File: src/rtl/rowseq_pkg.sv
package rowseq_pkg;
    typedef enum logic [2:0] {
        ST_IDLE,
        ST_SELECT,
        ST_SAMP_SIG,
        ST_ROW_RST,
        ST_SAMP_RST,
        ST_READ_A,
        ST_READ_B
    } seq_state_e;
endpackage

File: src/rtl/rowseq_phase_timer.sv
module rowseq_phase_timer #(
    parameter int PH_W = 4
) (
    input  logic            clk,
    input  logic            rst_n,
    input  logic            clr_i,
    input  logic [PH_W-1:0] len_i,
    output logic            last_o
);
    localparam logic [PH_W-1:0] ONE = PH_W'(1);

    logic [PH_W-1:0] cnt_d, cnt_q;

    always_comb begin
        cnt_d = clr_i ? '0 : cnt_q + ONE;
    end

    always_ff @(posedge clk or negedge rst_n) begin
        if (!rst_n) cnt_q <= '0;
        else        cnt_q <= cnt_d;
    end

    assign last_o = (cnt_q == (len_i - ONE));
endmodule

File: src/rtl/rowseq_col_scan.sv
module rowseq_col_scan #(
    parameter int NUM_COLS = 16,
    parameter int CNT_W    = 5
) (
    input  logic                clk,
    input  logic                rst_n,
    input  logic                load_i,
    input  logic                step_i,
    input  logic                clear_i,
    input  logic [CNT_W-1:0]    ncols_i,
    output logic [NUM_COLS-1:0] strb_o,
    output logic                last_o
);
    localparam logic [CNT_W-1:0] ONE = CNT_W'(1);

    typedef struct packed {
        logic [NUM_COLS-1:0] hot;
        logic [CNT_W-1:0]    idx;
    } scan_regs_t;

    scan_regs_t s_d, s_q;

    always_comb begin
        s_d = s_q;
        if (clear_i) begin
            s_d.hot = '0;
            s_d.idx = '0;
        end else if (load_i) begin
            s_d.hot = NUM_COLS'(1);
            s_d.idx = '0;
        end else if (step_i) begin
            s_d.hot = s_q.hot << 1;
            s_d.idx = s_q.idx + ONE;
        end
    end

    always_ff @(posedge clk or negedge rst_n) begin
        if (!rst_n) s_q <= '0;
        else        s_q <= s_d;
    end

    assign strb_o = s_q.hot;
    assign last_o = (s_q.idx == (ncols_i - ONE));
endmodule

File: src/rtl/rowseq_row_decode.sv
module rowseq_row_decode #(
    parameter int NUM_ROWS = 16,
    parameter int ROW_W    = 4
) (
    input  logic                en_i,
    input  logic [ROW_W-1:0]    row_i,
    output logic [NUM_ROWS-1:0] sel_o
);
    for (genvar r = 0; r < NUM_ROWS; r++) begin : g_row
        assign sel_o[r] = en_i && (row_i == ROW_W'(r));
    end
endmodule

File: src/rtl/rowseq_top.sv
module rowseq_top
    import rowseq_pkg::*;
#(
    parameter int NUM_ROWS = 16,
    parameter int NUM_COLS = 16,
    parameter int PH_W     = 4,
    localparam int ROW_W   = (NUM_ROWS > 1) ? $clog2(NUM_ROWS) : 1,
    localparam int CNT_W   = $clog2(NUM_COLS + 1)
) (
    input  logic                clk,
    input  logic                rst_n,
    input  logic                start_i,
    input  logic [ROW_W-1:0]    row_idx_i,
    input  logic [CNT_W-1:0]    col_count_i,
    input  logic [PH_W-1:0]     phase_len_i,
    output logic [NUM_ROWS-1:0] row_sel_o,
    output logic                row_rst_o,
    output logic                samp_sig_o,
    output logic                samp_rst_o,
    output logic                plate_gnd_o,
    output logic [NUM_COLS-1:0] col_strb_o,
    output logic                rd_ph_a_o,
    output logic                rd_ph_b_o,
    output logic                busy_o,
    output logic                done_o
);
    localparam logic [CNT_W-1:0] COL_MAX = CNT_W'(NUM_COLS);

    typedef struct packed {
        seq_state_e       state;
        logic [ROW_W-1:0] row;
        logic [CNT_W-1:0] ncols;
        logic [PH_W-1:0]  len;
        logic             done;
    } seq_regs_t;

    seq_regs_t r_d, r_q;

    logic             t_last, t_clr;
    logic             scan_load, scan_step, scan_clear, scan_last;
    logic [CNT_W-1:0] ncols_fix;
    logic [PH_W-1:0]  len_fix;
    logic             row_en;

    // Clamp the requested column count and phase length before capture.
    always_comb begin
        if (col_count_i == '0)         ncols_fix = CNT_W'(1);
        else if (col_count_i > COL_MAX) ncols_fix = COL_MAX;
        else                            ncols_fix = col_count_i;
        len_fix = (phase_len_i == '0) ? PH_W'(1) : phase_len_i;
    end

    always_comb begin
        r_d        = r_q;
        r_d.done   = 1'b0;
        scan_load  = 1'b0;
        scan_step  = 1'b0;
        scan_clear = 1'b0;
        case (r_q.state)
            ST_IDLE: begin
                if (start_i) begin
                    r_d.state = ST_SELECT;
                    r_d.row   = row_idx_i;
                    r_d.ncols = ncols_fix;
                    r_d.len   = len_fix;
                end
            end
            ST_SELECT:   if (t_last) r_d.state = ST_SAMP_SIG;
            ST_SAMP_SIG: if (t_last) r_d.state = ST_ROW_RST;
            ST_ROW_RST:  if (t_last) r_d.state = ST_SAMP_RST;
            ST_SAMP_RST: begin
                if (t_last) begin
                    r_d.state = ST_READ_A;
                    scan_load = 1'b1;
                end
            end
            ST_READ_A:   if (t_last) r_d.state = ST_READ_B;
            ST_READ_B: begin
                if (t_last) begin
                    if (scan_last) begin
                        r_d.state  = ST_IDLE;
                        r_d.done   = 1'b1;
                        scan_clear = 1'b1;
                    end else begin
                        r_d.state = ST_READ_A;
                        scan_step = 1'b1;
                    end
                end
            end
            default: begin
                r_d.state  = ST_IDLE;
                scan_clear = 1'b1;
            end
        endcase
    end

    always_ff @(posedge clk or negedge rst_n) begin
        if (!rst_n) begin
            r_q       <= '0;
            r_q.state <= ST_IDLE;
            r_q.ncols <= CNT_W'(1);
            r_q.len   <= PH_W'(1);
        end else begin
            r_q <= r_d;
        end
    end

    assign t_clr = (r_q.state == ST_IDLE) || t_last;

    rowseq_phase_timer #(.PH_W(PH_W)) u_timer (
        .clk    (clk),
        .rst_n  (rst_n),
        .clr_i  (t_clr),
        .len_i  (r_q.len),
        .last_o (t_last)
    );

    rowseq_col_scan #(.NUM_COLS(NUM_COLS), .CNT_W(CNT_W)) u_scan (
        .clk     (clk),
        .rst_n   (rst_n),
        .load_i  (scan_load),
        .step_i  (scan_step),
        .clear_i (scan_clear),
        .ncols_i (r_q.ncols),
        .strb_o  (col_strb_o),
        .last_o  (scan_last)
    );

    assign row_en = (r_q.state == ST_SELECT)   || (r_q.state == ST_SAMP_SIG) ||
                    (r_q.state == ST_ROW_RST)  || (r_q.state == ST_SAMP_RST);

    rowseq_row_decode #(.NUM_ROWS(NUM_ROWS), .ROW_W(ROW_W)) u_rowdec (
        .en_i  (row_en),
        .row_i (r_q.row),
        .sel_o (row_sel_o)
    );

    assign samp_sig_o  = (r_q.state == ST_SAMP_SIG);
    assign plate_gnd_o = (r_q.state == ST_SAMP_SIG);
    assign row_rst_o   = (r_q.state == ST_ROW_RST);
    assign samp_rst_o  = (r_q.state == ST_SAMP_RST);
    assign rd_ph_a_o   = (r_q.state == ST_READ_A);
    assign rd_ph_b_o   = (r_q.state == ST_READ_B);
    assign busy_o      = (r_q.state != ST_IDLE);
    assign done_o      = r_q.done;
endmodule

File: config.mk
export PLATFORM = sky130hd
export DESIGN_NAME = rowseq_top
export DESIGN_NICKNAME = d
export VERILOG_FILES = /design/src/rtl/rowseq_pkg.sv /design/src/rtl/rowseq_phase_timer.sv /design/src/rtl/rowseq_col_scan.sv /design/src/rtl/rowseq_row_decode.sv /design/src/rtl/rowseq_top.sv
export SDC_FILE = /design/constraint.sdc
export NUM_CORES = 1
export LEC_CHECK = 0
export BUFFER_PORTS_ARGS = -buffer_cell sky130_fd_sc_hd__buf_2
export CORE_ASPECT_RATIO = 1.25
export CORE_MARGIN = 5
export CORE_UTILIZATION = 48
export CTS_BUF_LIST = sky130_fd_sc_hd__clkbuf_16
export CTS_CLUSTER_SIZE = 30
export DETAILED_ROUTE_END_ITERATION = 10
export GPL_TIMING_DRIVEN = 0
export PLACE_DENSITY = 0.75
export RECOVER_POWER = 50
export SETUP_SLACK_MARGIN = 0.5
export SLEW_MARGIN = 20
export SYNTH_ARGS = -nofsm -noshare
export SYNTH_HDL_FRONTEND = slang
export SYNTH_SLANG_ARGS = --single-unit
File: constraint.sdc
create_clock -name clk -period 2.3 [get_ports clk]
set_input_delay 0.23 -clock clk [delete_from_list [all_inputs] [get_ports clk]]
set_output_delay 0.23 -clock clk [all_outputs]
set_load 0.005 [all_outputs]
* Yosys cells after proc, flatten, opt, wreduce, memory -nomap -nowiden *
Index checks and enable logic that the tools add are counted.

word-level totals
  register bits = 42
  bits of input ports = 16
  output and inout port bits = 40

operators by class
  equal/unequal tests = 30
  reduce and logical (&&, ||, !) cells = 29
  $lt $le $gt $ge = 1
  muxes and demuxes = 25
  add/subtract/negate cells = 4

operators by type and width
  kind                                                    number
  two-way mux 21 bit                                      3
  == test 4 bit (second input constant)                   8
  two-way mux 3 bit                                       7
  one-hot mux 3 bit (7 select lines)                      1
  == test 4 x 3 -> 1 bit (second input constant)          4
  logical AND 1 bit                                       16
  two-way mux 16 bit                                      1
  two-way mux 5 bit                                       2
  inequality test 2 x 1 -> 1 bit (second input constant)  5
  == test 3 bit (second input constant)                   3
  == test 4 x 2 -> 1 bit (second input constant)          2
  logical NOT 4 bit                                       2
  two-way mux 1 bit                                       8
  two-way mux 4 bit                                       2
  AND reduction 7 bit                                     1
  == test 3 x 2 -> 1 bit (second input constant)          2
  nonzero test 3 bit                                      2
  OR reduction 6 bit                                      1
  adder 5 x 1 -> 5 bit (second input constant)            1
  == test 5 bit                                           1
  greater-than comparator 5 bit (second input constant)   1
  logical NOT 5 bit                                       1
  subtractor 5 x 1 -> 5 bit (second input constant)       1
  adder 4 x 1 -> 4 bit (second input constant)            1
  9 further kinds                                         13

* Longest topological paths before layout *
  depth in word-level cells = 8
  gate-level depth with buffers = 9
  mapped depth without buffers = 7

* Cells and area by module *
Synthesis repeated with hierarchy kept, for this count alone.

unflattened totals
  cell total of the unflattened synthesis = 234
  area, all modules = 2367.3 sq um

modules (own cells, without submodules)
  module              cells an instance  area an instance (sq um)  times used
  rowseq_col_scan     106                1111.1                    1
  rowseq_top          82                 890.9                     1
  rowseq_phase_timer  23                 247.7                     1
  rowseq_row_decode   23                 117.6                     1

* Least setup slack after synthesis *
No wires, ideal clock.

  kind = register to register
  start = register r_q[5] in the netlist's numbering
  end = register u_scan.s_q[0] in the netlist's numbering
  arrival time = 2083 ps
  clock period less this slack = 2213 ps
  path buffers = 2
  library setup time = 131 ps
  cell stages (with the launch flop) = 10
  path slack = 87 ps
  cell sequence = dfstp_2 inv_1 ha_1 xor2_1 o211ai_1 a211o_1 buf_2 o41ai_4 buf_6 a211oi_1

between the ends
  longest elaborated chain between the ends = 6

ends and longest elaborated chain
  item                                                                              line                   text
  from (decl)                                                                       rowseq_top.sv:37       seq_regs_t r_d, r_q;
  from (signal assigned)                                                            rowseq_top.sv:104      r_q <= r_d;
  subtractor 5 x 1 -> 5 bit (*)                                                     rowseq_col_scan.sv:43  assign last_o = (s_q.idx == (ncols_i - ONE));
  == test 5 bit (*)                                                                 rowseq_col_scan.sv:43
  two-way mux 1 bit                                                                 rowseq_top.sv:80       if (scan_last) begin
  two-way mux 1 bit                                                                 rowseq_top.sv:79       if (t_last) begin
  one-hot mux 1 bit (2 select lines) / two-way mux 1 bit (equally long branches)    rowseq_top.sv:59       case (r_q.state)
  nonzero test 3 bit (no source line) / two-way mux 21 bit (equally long branches)  n/a
  to (signal assigned)                                                              rowseq_col_scan.sv:38  if (!rst_n) s_q <= '0;
  to (signal assigned)                                                              rowseq_col_scan.sv:39  else s_q <= s_d;
  to (decl)                                                                         rowseq_col_scan.sv:21  scan_regs_t s_d, s_q;

Mark *: on every way between the ends. The rest lies on a longest branch, timed or not.
A chain may end at the register's enable or synchronous reset.

* Worst setup path in the final report *
Same ends and word-level chain as after synthesis.

==> reports/qor.csv <==
stage;metric;value;unit
grt;initial antenna violation count;0;
clock_network;CTS sink cnt;42;
synth;Yosys reg bits;42;
synth;simple-gate share of the synthesized area;0.1990;
synth;largest family of logic cells by synthesized area;simple AND/OR/NAND/NOR gates;
final_layout;# fillers;352;
grt;Total GRT Usage;0.1911;
setup_path;Worst Reg-to-Reg Cells;10;
drt;post-route ant nets;0;
placement;DP Wirelength;3797;µm
sta;Slew headroom;0.3938;
clock_network;hold_buf cts;0;
synth;mapped cell area;0.002409;mm²
placement;dpl ws;0.09157;ns
synth;sequential share of the synthesized area;0.4374;
grt;GRT busiest layer;met2;
clock_network;Max clock buf depth;2;
clock_network;number of buffers created by CTS;5;
final_layout;final net count;369;
grt;pin count of the biggest net entering global routing;43;
final_layout;storage element area;0.001054;mm²
pwr;power per cell area;1184;mW/mm²
synth;Mapped Avg Cell Area;8.987;µm²
synth;XOR/XNOR Fraction of Synth Area;0.05299;
final_layout;n_diodes;0;
flow_run;# Max-Cap Violations;0;
sta;Final Hold Vio Count;0;
pwr;Worst VDD drop;0.9171;mV
clock_network;H-tree depth;2;
synth;Synth Area in Compound Gates;0.1465;
drt;DR pass1 iterations;4;
clock_network;CTS tree;yes;
die;die area;0.006544;mm²
drt;Routed wire per std cell;14.60;µm
sta;RSZ-0062 raised after global routing;yes;
setup_path;WP data arrival;2.35;ns
die;Cell Rows;28;
setup_path;critical setup path kind;reg -> reg;
grt;grt met2 use;0.3458;
drt;DRT Wirelength;5985;µm
grt;vias in the first global route;2199;
placement;routability congestion estimate;0.7984;
synth;cells after synthesis;268;
placement;cell count after placement;383;
setup_path;Worst Path Max Fanout;5;
grt;gr ovfl total;0;
drt;initial DRC count;160;
setup_path;Setup crit end kind;flop;
clock_network;Root Buffer;clkbuf_16;
sta;Worst Tran Pin Value;0.9094;ns
setup_path;worst endpoint required time;2.45;ns
die;Core Region;0.004800;mm²
placement;DP Area;0.002801;mm²
drt;Remaining DRCs;0;
die;chip width;73.36;µm
drt;vias per std cell;5.468;
sta;final setup fails;0;
grt;met3 Use GR;0.03712;
synth;Synth async-reset ratio;1.000;
die;initial core utilization;0.5018;
sta;minimum clock period;2.199;ns
sta;fin worst setup slack;0.1013;ns
die;height of the die;89.20;µm
sta;Max Fclk;0.4548;GHz
synth;Primary FF master, synth;dfrtp_1;
setup_path;reg-to-reg critical path endpoint;u_scan.s_q[0];
grt;first-pass GRT wire length;9791;µm
final_layout;area occupied by multi-input gates;0.001319;mm²
synth;adder-cell area share of the yosys netlist;0.02494;
synth;synth warn;0;
final_layout;final std cells w/o fill;410;
pwr;Pleak;0.001624;µW
final_layout;Syn-to-layout area delta;38.44;%
sta;Final Max Tran Viols;0;
outcome;status;completed;
clock_network;Skew-Pair Late Insertion Delay;0.28;ns
synth;Synthesized Nets;288;
synth;Distinct cells, synth;39;
drt;vias;2242;
placement;Port Buffers;55;
setup_path;Worst setup SP type;flop;
final_layout;share of cells above drive strength 1;0.4629;
sta;Tcrit/Tclk final;0.9559;
setup_path;reg2reg start;r_q[5];
grt;met1 track demand over resource;0.2194;
final_layout;final instance area;0.003334;mm²
hold_path;worst min path class;in -> async;
setup_path;setup slack, reg-to-reg;0.10;ns
sta;clock skew;0.006194;ns
die;IO Count;56;
synth;mux contribution to synthesized area;0.04156;
clock_network;CTS clk-pin slew, worst paths;0.06;ns
synth;EDFF count, synth;0;
## final cells by class
cell class / count / area share
Buffer: 32 / 0.07505
Timing Repair Buffer: 74 / 0.1325
Multi-Input combinational cell: 186 / 0.3955
Sequential cell: 42 / 0.3159
Tap cell: 60 / 0.02251
Clock inverter: 3 / 0.01201
Clock buffer: 5 / 0.03752
Inverter: 8 / 0.009006
## placed cells by master (no fill, tap or decap), types with 11 or more instances in the layout
cell / Yosys / routed
nor3_1: 15 / 11
nand3_1: 24 / 23
nor2_1: 27 / 23
dfrtp_1: 40 / 40
nand2_1: 16 / 12
buf_2: 5 / 56
o21ai_0: 23 / 21
buf_4: 17 / 16
a21oi_2: 0 / 16
clkbuf_4: 0 / 16
## flip-flops by register name, summed over array words and instances, names as in the netlist
name           count
u_timer.cnt_q      4
done_o             1
u_scan.strb_o     16
u_scan.s_q         5
r_q               16
## power by group
part / internal (µW) / leakage, µW / switching, µW
Clock: 508 / 0.0000836 / 283
Combinational: 943 / 0.000999 / 1040
Sequential: 943 / 0.000542 / 229
## cells in the mapped netlist (all sizes together) (8+ instances only)
master,count,share of area
dfrtp,40,0.42
nand3,24,0.050
nor3,16,0.035
buf,24,0.073
mux2,8,0.037
clkbuf,8,0.012
inv,8,0.012
a21oi,19,0.039
o21ai,25,0.052
nor2,27,0.042
nand2,16,0.025
## metrics by stage
step / total power, µW / utilization / hold slack, ns / TNS, ns
finish: 3947 / 0.6947 / 0.08467 / 0
global route: 4191 / 0.6947 / 0.1448 / -0.02165
CTS: 3809 / 0.6825 / 0.1259 / 0
detailed placement: 2594 / 0.5837 / 0.4257 / 0
global placement: 2549 / 0.5837 / 0.4205 / 0
floorplan: 2227 / - / -0.06559 / 0
## metal layers
layer	vias up	wire length, µm
met2	74	3192
met3	12	304
li1	1086	-
met1	1070	2365
met4	0	123
met5	-	0
## cell families (layout without fill, tap and decap cells)
group / after synthesis / in the layout
mux: 9 / 9
compound gates: 59 / 59
flops: 42 / 42
buf+inv: 40 / 122
simple gates: 100 / 100
xor+xnor: 13 / 13
fa+ha+maj: 5 / 5
## worst max path at each step
stage / startpoint / endpoint / slack (ns)
2_1_floorplan: r_q[5] / u_scan.s_q[0] / 0.25
3_3_place_gp: r_q[5] / u_scan.s_q[0] / 0.07
3_5_place_dp: r_q[5] / u_scan.s_q[0] / 0.09
4_1_cts: r_q[5] / u_scan.s_q[0] / 0.13
5_1_grt: r_q[5] / u_scan.s_q[3] / -0.02
6_report: r_q[5] / u_scan.s_q[0] / 0.10
## worst max-delay path: stages (launching register included)
cell	delay (ns)
dfstp_2	0.53
inv_2	0.04
ha_4	0.25
xor2_1	0.14
o211ai_1	0.14
a211o_1	0.26
buf_6	0.13
o41ai_4	0.21
buf_6	0.18
buf_6	0.13
a211oi_1	0.05
## what timing repair did
action	4_1_cts	5_1_grt
cloned	3	0
setup endpoints to repair	47	45
gates resized for setup	46	18
pin swaps	11	5
setup buffers	13	3
Power figures use the tool's default switching activity.
